===== config.mk =====
export PLATFORM = sky130hd
export DESIGN_NAME = qtone_gen
export DESIGN_NICKNAME = d
export VERILOG_FILES = /design/src/rtl/qtone_pkg.sv /design/src/rtl/qtone_phase.sv /design/src/rtl/qtone_qrom.sv /design/src/rtl/qtone_scale.sv /design/src/rtl/qtone_gen.sv
export SDC_FILE = /design/constraint.sdc
export NUM_CORES = 2
export LEC_CHECK = 0
export BUFFER_PORTS_ARGS = -buffer_cell sky130_fd_sc_hd__buf_2
export CAP_MARGIN = 20
export CORE_MARGIN = 1
export CORE_UTILIZATION = 35
export CTS_BUF_LIST = sky130_fd_sc_hd__clkbuf_8 sky130_fd_sc_hd__clkbuf_16
export CTS_CLUSTER_SIZE = 25
export DETAILED_ROUTE_END_ITERATION = 8
export PLACE_DENSITY_LB_ADDON = 0.25
export SYNTH_ARGS = -nofsm -noshare
export SYNTH_HDL_FRONTEND = slang
export SYNTH_SLANG_ARGS = --single-unit

===== constraint.sdc =====
create_clock -name clk -period 6.7 [get_ports clk]
set_clock_uncertainty 0.2 [all_clocks]
set_input_delay 0.67 -clock clk [delete_from_list [all_inputs] [get_ports clk]]
set_output_delay 0.67 -clock clk [all_outputs]
set_load 0.05 [all_outputs]

===== src/rtl/qtone_pkg.sv =====
package qtone_pkg;

    localparam int ACC_W     = 32;
    localparam int PH_W      = 10;
    localparam int OUT_W     = 12;
    localparam int COEF_FRAC = 15;
    localparam int COEF_W    = COEF_FRAC + 1;

    localparam int QTR_W   = PH_W - 2;
    localparam int QTR_N   = 1 << QTR_W;
    localparam int MAG_W   = OUT_W - 1;
    localparam int MAG_MAX = (1 << MAG_W) - 1;
    localparam int MID     = 1 << (OUT_W - 1);
    localparam int OUT_MAX = (1 << OUT_W) - 1;

    typedef struct packed {
        logic             neg;
        logic [MAG_W-1:0] mag;
    } tone_samp_t;

    typedef struct packed {
        logic             neg;
        logic [MAG_W:0]   mag;
    } tone_wide_t;

    // sin((2j+1)*pi / 2^ph_w) * amp, rounded, via Q30 Taylor series
    function automatic longint qtr_sine(input int j, input int ph_w, input int amp);
        longint pi_q30;
        longint x;
        longint x2;
        longint term;
        longint acc;
        pi_q30 = 64'd3373259426;
        x      = (longint'(2 * j + 1) * pi_q30) >>> ph_w;
        x2     = (x * x) >>> 30;
        term   = x;
        acc    = x;
        for (int n = 1; n <= 6; n++) begin
            term = -((term * x2) >>> 30) / longint'((2 * n) * (2 * n + 1));
            acc  = acc + term;
        end
        return (acc * longint'(amp) + (longint'(1) <<< 29)) >>> 30;
    endfunction

    function automatic logic [OUT_W-1:0] to_offset(input logic neg,
                                                   input logic [MAG_W+1:0] m);
        int v;
        v = neg ? (MID - int'(m)) : (MID + int'(m));
        if (v < 0)       v = 0;
        if (v > OUT_MAX) v = OUT_MAX;
        return OUT_W'(v);
    endfunction

endpackage


===== src/rtl/qtone_phase.sv =====
module qtone_phase #(
    parameter int ACC_W = 32,
    parameter int PH_W  = 10
) (
    input  logic             clk,
    input  logic             rst,
    input  logic [ACC_W-1:0] tune,
    output logic [PH_W-1:0]  ph_out,
    output logic             ph_vld
);

    logic             en_q;
    logic [ACC_W-1:0] acc;

    always_ff @(posedge clk) begin
        if (rst) begin
            en_q   <= 1'b0;
            acc    <= '0;
            ph_out <= '0;
            ph_vld <= 1'b0;
        end else begin
            en_q   <= ~en_q;
            ph_vld <= en_q;
            if (en_q) begin
                ph_out <= acc[ACC_W-1 -: PH_W];
                acc    <= acc + tune;
            end
        end
    end


    acc_step_chk: assert property (@(posedge clk) disable iff (rst)
        en_q |=> (acc == $past(acc) + $past(tune)));


    acc_hold_chk: assert property (@(posedge clk) disable iff (rst)
        !en_q |=> $stable(acc));

endmodule


===== src/rtl/qtone_qrom.sv =====
module qtone_qrom
    import qtone_pkg::*;
#(
    parameter int PH_W   = 10,
    parameter int N_PORT = 2
) (
    input  logic [N_PORT-1:0][PH_W-1:0] ph,
    output tone_samp_t [N_PORT-1:0]     smp
);

    localparam int QW = PH_W - 2;
    localparam int QN = 1 << QW;

    logic [MAG_W-1:0] tbl [QN];

    for (genvar gi = 0; gi < QN; gi++) begin : g_tbl
        assign tbl[gi] = MAG_W'(qtr_sine(gi, PH_W, MAG_MAX));
    end

    for (genvar gp = 0; gp < N_PORT; gp++) begin : g_port
        logic [1:0]    quad;
        logic [QW-1:0] idx;
        assign quad = ph[gp][PH_W-1 -: 2];
        assign idx  = quad[0] ? ~ph[gp][QW-1:0] : ph[gp][QW-1:0];
        assign smp[gp].neg = quad[1];
        assign smp[gp].mag = tbl[idx];
    end

endmodule


===== src/rtl/qtone_scale.sv =====
module qtone_scale #(
    parameter int IN_W   = 11,
    parameter int COEF_W = 16,
    parameter int FRAC   = 15
) (
    input  logic              clk,
    input  logic              rst,
    input  logic              in_vld,
    input  logic              in_neg,
    input  logic [IN_W-1:0]   in_mag,
    input  logic [COEF_W-1:0] coef,
    output logic              out_vld,
    output logic              out_neg,
    output logic [IN_W:0]     out_mag
);

    localparam int PROD_W = IN_W + COEF_W;
    localparam logic [COEF_W-1:0] ONE = COEF_W'(1 << FRAC);

    logic [PROD_W-1:0] prod;

    assign prod = PROD_W'(in_mag) * PROD_W'(coef);

    always_ff @(posedge clk) begin
        if (rst) begin
            out_vld <= 1'b0;
            out_neg <= 1'b0;
            out_mag <= '0;
        end else begin
            out_vld <= in_vld;
            if (in_vld) begin
                out_neg <= in_neg;
                out_mag <= (IN_W + 1)'(prod >> FRAC);
            end
        end
    end


    no_growth_chk: assert property (@(posedge clk) disable iff (rst)
        (in_vld && coef <= ONE) |=> (out_mag <= (IN_W + 1)'($past(in_mag))));


    zero_coef_chk: assert property (@(posedge clk) disable iff (rst)
        (in_vld && coef == '0) |=> (out_mag == '0));

endmodule


===== src/rtl/qtone_gen.sv =====
module qtone_gen
    import qtone_pkg::*;
#(
    parameter int ACC_BITS  = qtone_pkg::ACC_W,
    parameter int PH_BITS   = qtone_pkg::PH_W,
    parameter int OUT_BITS  = qtone_pkg::OUT_W,
    parameter int COEF_BITS = qtone_pkg::COEF_W
) (
    input  logic                 clk,
    input  logic                 rst,
    input  logic [ACC_BITS-1:0]  tune_word,
    input  logic [COEF_BITS-1:0] backoff,
    input  logic [COEF_BITS-1:0] q_gain,
    input  logic [PH_BITS-1:0]   q_phase_ofs,
    input  logic                 rot_neg,
    output logic [OUT_BITS-1:0]  i_samp,
    output logic [OUT_BITS-1:0]  q_samp,
    output logic                 samp_valid
);

    localparam logic [PH_BITS-1:0] QUARTER = PH_BITS'(1 << (PH_BITS - 2));

    // phase generation
    logic [PH_BITS-1:0] ph_top;
    logic               ph_vld;

    qtone_phase #(.ACC_W(ACC_BITS), .PH_W(PH_BITS)) u_phase (
        .clk    (clk),
        .rst    (rst),
        .tune   (tune_word),
        .ph_out (ph_top),
        .ph_vld (ph_vld)
    );

    // table lookup: port 0 cosine for I, port 1 offset sine for Q
    logic [1:0][PH_BITS-1:0] rd_ph;
    tone_samp_t [1:0]        rd_smp;

    assign rd_ph[0] = ph_top + QUARTER;
    assign rd_ph[1] = ph_top + q_phase_ofs;

    qtone_qrom #(.PH_W(PH_BITS), .N_PORT(2)) u_rom (
        .ph  (rd_ph),
        .smp (rd_smp)
    );

    tone_samp_t lk_i;
    tone_samp_t lk_q;
    logic       lk_vld;

    always_ff @(posedge clk) begin
        if (rst) begin
            lk_vld <= 1'b0;
            lk_i   <= '0;
            lk_q   <= '0;
        end else begin
            lk_vld <= ph_vld;
            if (ph_vld) begin
                lk_i     <= rd_smp[0];
                lk_q.neg <= rd_smp[1].neg ^ rot_neg;
                lk_q.mag <= rd_smp[1].mag;
            end
        end
    end

    // back-off on both paths
    tone_wide_t bi;
    tone_wide_t bq;
    logic       bi_vld;
    logic       bq_vld;

    qtone_scale #(.IN_W(MAG_W), .COEF_W(COEF_BITS), .FRAC(COEF_FRAC)) u_bo_i (
        .clk     (clk),
        .rst     (rst),
        .in_vld  (lk_vld),
        .in_neg  (lk_i.neg),
        .in_mag  (lk_i.mag),
        .coef    (backoff),
        .out_vld (bi_vld),
        .out_neg (bi.neg),
        .out_mag (bi.mag)
    );

    qtone_scale #(.IN_W(MAG_W), .COEF_W(COEF_BITS), .FRAC(COEF_FRAC)) u_bo_q (
        .clk     (clk),
        .rst     (rst),
        .in_vld  (lk_vld),
        .in_neg  (lk_q.neg),
        .in_mag  (lk_q.mag),
        .coef    (backoff),
        .out_vld (bq_vld),
        .out_neg (bq.neg),
        .out_mag (bq.mag)
    );

    // Q gain correction, I delayed to match
    logic             gq_vld;
    logic             gq_neg;
    logic [MAG_W+1:0] gq_mag;
    tone_wide_t       id;

    qtone_scale #(.IN_W(MAG_W + 1), .COEF_W(COEF_BITS), .FRAC(COEF_FRAC)) u_gn_q (
        .clk     (clk),
        .rst     (rst),
        .in_vld  (bq_vld),
        .in_neg  (bq.neg),
        .in_mag  (bq.mag),
        .coef    (q_gain),
        .out_vld (gq_vld),
        .out_neg (gq_neg),
        .out_mag (gq_mag)
    );

    always_ff @(posedge clk) begin
        if (rst) begin
            id <= '0;
        end else if (bi_vld) begin
            id <= bi;
        end
    end

    // offset-binary mapping with saturation
    always_ff @(posedge clk) begin
        if (rst) begin
            i_samp     <= OUT_BITS'(MID);
            q_samp     <= OUT_BITS'(MID);
            samp_valid <= 1'b0;
        end else begin
            samp_valid <= gq_vld;
            if (gq_vld) begin
                i_samp <= to_offset(id.neg, {1'b0, id.mag});
                q_samp <= to_offset(gq_neg, gq_mag);
            end
        end
    end


    strobe_gap_chk: assert property (@(posedge clk) disable iff (rst)
        samp_valid |=> !samp_valid);


    out_hold_chk: assert property (@(posedge clk) disable iff (rst)
        !$stable({i_samp, q_samp}) |-> samp_valid);


    dir_sign_chk: assert property (@(posedge clk) disable iff (rst)
        ph_vld |=> (lk_q.neg == ($past(rd_smp[1].neg) ^ $past(rot_neg))));

endmodule


Word-level counts from Yosys, hierarchy flattened
Memories as Yosys holds them, arrays and structs flattened. A register that Yosys moved wholly into a read port is not among the register bits.
Cells that the tools add are included.
{ "totals": {"regBits": 127, "mem_bits_ro": 5632, "input_bits": 77, "out_inout_bits": 25, "word_cells": 54, "mem_count": 2} }
{ "mem_list": {"columns": ["memory", "depth", "word_bits", "read_ports", "rd_ports_with_merged_regs", "write_ports", "line", "source"], "rows": [
  ["(name not given)", 256, 11, 1, 1, 0, "qtone_qrom.sv:26", "assign smp[gp].mag = tbl[idx];"],
  ["(name not given)", 256, 11, 1, 1, 0, "qtone_qrom.sv:26", null]
]} }
{ "classes": {"n_addsub": 7, "n_mul": 3, "n_lt_le_gt_ge": 4, "n_mux": 12, "n_bitwise": 6} }
{ "op_table": {"columns": ["operator", "count"], "rows": [
  ["32-bit 2-to-1 mux", 8],
  ["32-bit by 13-bit greater-than comparator with 1-bit output, second input constant", 2],
  ["32-bit by 1-bit < comparator with 1-bit output, second input constant", 2],
  ["11-bit by 16-bit multiplier with 27-bit output", 2],
  ["32-bit adder", 1],
  ["12-bit by 16-bit multiplier with 28-bit output", 1],
  ["12-bit 2-to-1 mux", 2],
  ["8-bit NOT with 9-bit output", 2],
  ["8-bit 2-to-1 mux", 2],
  ["8-bit NOT", 2],
  ["12-bit by 13-bit adder with 14-bit output, first input constant", 1],
  ["12-bit by 13-bit subtractor with 14-bit output, first input constant", 1],
  ["12-bit by 12-bit adder with 13-bit output, first input constant", 1],
  ["12-bit by 12-bit subtractor with 13-bit output, first input constant", 1],
  ["10-bit adder", 1],
  ["10-bit by 9-bit adder with 10-bit output, second input constant", 1],
  ["1-bit NOT", 1],
  ["1-bit bitwise XOR", 1]
]} }

Longest topological paths before layout
{ "logic_depth": {"depth_word": 8, "mapped_depth": 24, "mapped_depth_nobuf": 22} }

Cells and area by module
From an unflattened synthesis, not the netlist that was laid out.
{ "unflattened": {"cells_unflattened": 4578, "hier_area_um2": 35038.6} }
{ "by_module_without_submodules": {"columns": ["mod", "n_inst", "cells_each", "area_each_um2", "seq_area_each_um2"], "rows": [
  ["qtone_qrom", 1, 1620, 9821.9, 0.0],
  ["qtone_scale at u_gn_q", 1, 784, 6573.8, 300.3],
  ["qtone_scale at u_bo_i", 1, 730, 6187.2, 280.3],
  ["qtone_scale at u_bo_q", 1, 696, 6018.3, 280.3],
  ["qtone_gen", 1, 379, 3338.2, 1261.2],
  ["qtone_phase", 1, 369, 3099.2, 880.8]
]} }

Worst setup path before layout
Ideal clock, no wire load.
{ "synth_path": {"kind": "input to register", "from": "input backoff[0]", "to": "register u_bo_i.out_mag[10]", "setup_ns": 0.120, "arrival_time_ns": 6.277, "required_time_ns": 6.380, "path_slack_ns": 0.103, "cell_stages": 22, "path_buffers": 2, "path_cell_list": "clkbuf_1 -> clkbuf_1 -> nand2_1 -> fa_1 -> fa_1 -> inv_1 -> fa_1 -> fa_1 -> inv_1 -> fa_1 -> inv_1 -> ha_1 -> a21o_1 -> a21o_1 -> a211oi_1 -> o21ai_0 -> o211ai_1 -> o22ai_1 -> o31a_1 -> a221oi_1 -> nor4b_1 -> a211o_1"} }
{ "synth_via": {"elab_chain_cells": 1} }
{ "synth_rtl": {"columns": ["element", "line", "source"], "rows": [
  ["start, declared", "qtone_gen.sv:12", "input logic [COEF_BITS-1:0] backoff,"],
  ["11-bit by 16-bit multiplier with 27-bit output", "qtone_scale.sv:22", "assign prod = PROD_W'(in_mag) * PROD_W'(coef);"],
  ["end signal, assigned", "qtone_scale.sv:33", "out_mag <= (IN_W + 1)'(prod >> FRAC);"],
  ["end, declared", "qtone_scale.sv:14", "output logic [IN_W:0] out_mag"]
]} }
Every way passes these cells.
A chain may end at the register's enable or synchronous reset.

Worst setup path in the final report
{ "layout_path": {"from": "register u_bo_q.out_mag[5]", "to": "register u_gn_q.out_mag[7]"} }
{ "layout_via": {"elab_chain_cells": 1} }
{ "layout_rtl": {"columns": ["element", "line"], "rows": [
  ["start, declared", "qtone_scale.sv:14"],
  ["start signal, assigned", "qtone_scale.sv:33"],
  ["12-bit by 16-bit multiplier with 28-bit output", "qtone_scale.sv:22"],
  ["end signal, assigned", "qtone_scale.sv:33"],
  ["end, declared", "qtone_scale.sv:14"]
]} }
Every way passes these cells.

==> qor.txt <==
DRT Wirelength - 104000 um
Cells after synthesis - 3944
CP startpoint kind - flop
Most frequent cells in the layout - 512 x nand2_1, 496 x inv_1, 389 x fa_1
Worst Setup End Kind - flop
Final Critical Period - 6.35 ns
Num CTS Buffers - 17
Fraction of layout cells with a size suffix above 1 - 9.41%
Post-synth EDFFs - 0
Routed len/inst - 20.3 um
DR vias/cell - 5.63
Die W - 299 um
Slew @ Worst Pin - 1.20 ns
Number of synthesized register bits - 149
Sequential-to-total area share from yosys stat - 9.65%
Final antenna-violating net count - 0
Final period util - 94.8%
GPL Wtd Cong - 1.02
Via Count - 28900
Async SR Flop Fraction - 0%
Util after Layout - 38.9%
Initial Utilization - 35.5%
Initial antenna violation count - 9
Top_reg_cell synth - dfxtp_1
Required @ worst endpoint - 6.82 ns
MaxCap Viol Count - 0
Mean Syn Cell Area - 7.84 um^2
Final setup fails - 0
Status - finished, final reports clean
Syn Nets - 4669
Layout fillers - 9055
Core area - 87200 um^2
Peak supply drop - 0.229 mV
Root Buffer - clkbuf_16
CP Class - flop to flop
Port buffer count - 101
Leakage - 15.6 nW
Final hold violations - 0
DRT iter0 DRCs - 2809
Gr ovfl total - 0
Arrival @ worst endpoint - 6.47 ns
Clk sinks - 149
CTS tree - built
Relative slew slack - 19.4%
Skew-Pair Late Insertion Delay - 0.47 ns
Die ar. - 89500 um^2
Hold Path Class - flop to flop
Number of nets in the layout - 4698
Final Slew Violations - 0
Synthesis Warnings - 0
Htree depth - 4
Reg clk slew, reported paths - 0.07 ns
First-pass GRT wire length - 167000 um
Row cnt - 108
Overall Power - 5.52 mW
Unrepaired setup endpoints after global routing - no
Post-Syn Area - 30900 um^2
Total GRT Usage - 23.3%
Commonest non-fill, non-tap cell in the layout - nand2_1
Clock Tree Buf Depth - 2
Crit Path Max Fanout - 15
PD cells - 163 nW/um^2
Post-route insts no fill - 5142
Highest clock rate - 157 MHz
Die height - 299 um
Netlist cell types - 95
Post-Place Cells - 5108
DPL Wire Length - 80500 um
Vias in the first global route - 28800
Hold buffer count at CTS - 0
Drt drc - 0
DR pass1 iterations - 8
P&R area growth vs syn - 9.67%
Ports - 102
Largest net degree at the start of global routing - 78
[worst paths after layout]
path	startpoint	to	slack, ns	cells past startpoint
hold reg to reg	u_phase.acc[20]	u_phase.acc[20]	0.27	2
setup / recovery	u_bo_q.out_mag[5]	u_gn_q.out_mag[7]	0.35	20
hold / removal	u_phase.acc[20]	u_phase.acc[20]	0.27	2
setup reg to reg	u_bo_q.out_mag[5]	u_gn_q.out_mag[7]	0.35	20
[power by group]
group	total, mW	switching [mW]	leakage (nW)	internal (mW)
combinational	3.43	2.15	14.1	1.27
clock	1.07	0.433	0.309	0.636
sequential	1.02	0.0879	1.21	0.935
total	5.52	2.67	15.6	2.85
[cell type report]
class | count | area [um^2] | area share, %
Clock buffer | 18 | 439 | 1.30
Antenna cell | 2 | 5.00 | 0.0148
Inverter | 499 | 1870 | 5.53
Tap cell | 1155 | 1450 | 4.26
Clock inverter | 13 | 193 | 0.568
Timing Repair Buffer | 283 | 1900 | 5.61
Multi-Input combinational cell | 3023 | 25100 | 73.9
Sequential cell | 149 | 2990 | 8.82
[routing by layer]
layer  wire length [um]  share of wire, %  vias up  GRT usage [%]
li1                   -                 -    13400              -
met2              46900                45     1174           37.1
met3               8560               8.2      252           5.31
met4               2960               2.8       18           6.83
met5                104              0.10        -              0
met1              45900                44    14100           31.5
[Yosys cell counts, types with 20 or more instances]
cell type | count | area, um^2
and2_1 | 242 | 1510
o31ai_1 | 26 | 195
mux2i_1 | 73 | 731
or3_1 | 21 | 131
nor2_1 | 275 | 1030
o22ai_1 | 43 | 269
nand2_1 | 512 | 1920
clkbuf_1 | 230 | 863
a21o_1 | 36 | 270
a211oi_1 | 56 | 420
o211ai_1 | 52 | 390
xor2_1 | 21 | 184
a221oi_1 | 25 | 219
o221ai_1 | 20 | 175
fa_1 | 389 | 7790
a21oi_1 | 172 | 861
inv_1 | 496 | 1860
nand3_1 | 51 | 255
a22oi_1 | 28 | 210
o21a_1 | 24 | 180
xnor2_1 | 77 | 674
dfxtp_1 | 149 | 2980
nor3_1 | 78 | 390
o21ai_0 | 177 | 886
nand4_1 | 23 | 144
buf_1 | 23 | 86.3
ha_1 | 259 | 3240
a31oi_1 | 36 | 225
[state kept, by name, indices dropped and copies added, names as in the netlist, 10 cells and up]
name and flops:
id 13, u_bo_i.out_mag 12, u_phase.ph_out 10, lk_i 12
u_gn_q.out_mag 13, q_samp 12, i_samp 12, u_phase.acc 32
lk_q 12, u_bo_q.out_mag 12
[worst max-delay path, stage by stage, from the launching register on]
cell,delay [ns]
dfxtp_1,0.75
nand2_1,0.15
fa_1,0.51
fa_1,0.52
inv_1,0.06
fa_1,0.49
fa_1,0.49
inv_1,0.05
fa_1,0.49
inv_1,0.04
ha_1,0.28
a21o_1,0.18
a21o_1,0.17
a21o_1,0.17
a221o_1,0.45
a31o_2,0.31
o41ai_1,0.43
o21ba_2,0.21
xnor2_1,0.07
mux2i_1,0.13
nor2_1,0.05
[cell families (layout without fill, tap and decap cells)]
family / Yosys count / after routing / synth area share (%)
compound gates: 909 / 909 / 20.3
xor+xnor: 98 / 98 / 2.78
fa+ha+maj: 648 / 648 / 35.7
buf+inv: 772 / 813 / 9.51
flops: 149 / 149 / 9.65
mux: 76 / 76 / 2.51
other cells: 0 / 2 / 0
simple gates: 1292 / 1292 / 19.6
[per-stage QoR]
| stage | cell area [um^2] | hold slack [ns] | worst slack (ns) | TNS [ns] |
|---|---|---|---|---|
| floorplan | 30900 | 0.229 | 0.103 | 0 |
| global placement | 33200 | 0.247 | -0.0366 | -0.0366 |
| detailed placement | 33200 | 0.254 | -0.0228 | -0.0228 |
| CTS | 33900 | 0.271 | 0.244 | 0 |
| global route | 33900 | 0.289 | 0.00401 | 0 |
| finish | 33900 | 0.268 | 0.351 | 0 |
[timing repair]
action / in CTS / in global routing
endpoints found under the hold margin: 0 / 0
resized for setup: 0 / 5
endpoints found under the setup margin: 0 / 2
buffers inserted: 0 / 0
No activity file was read; power rests on OpenSTA's default activity.
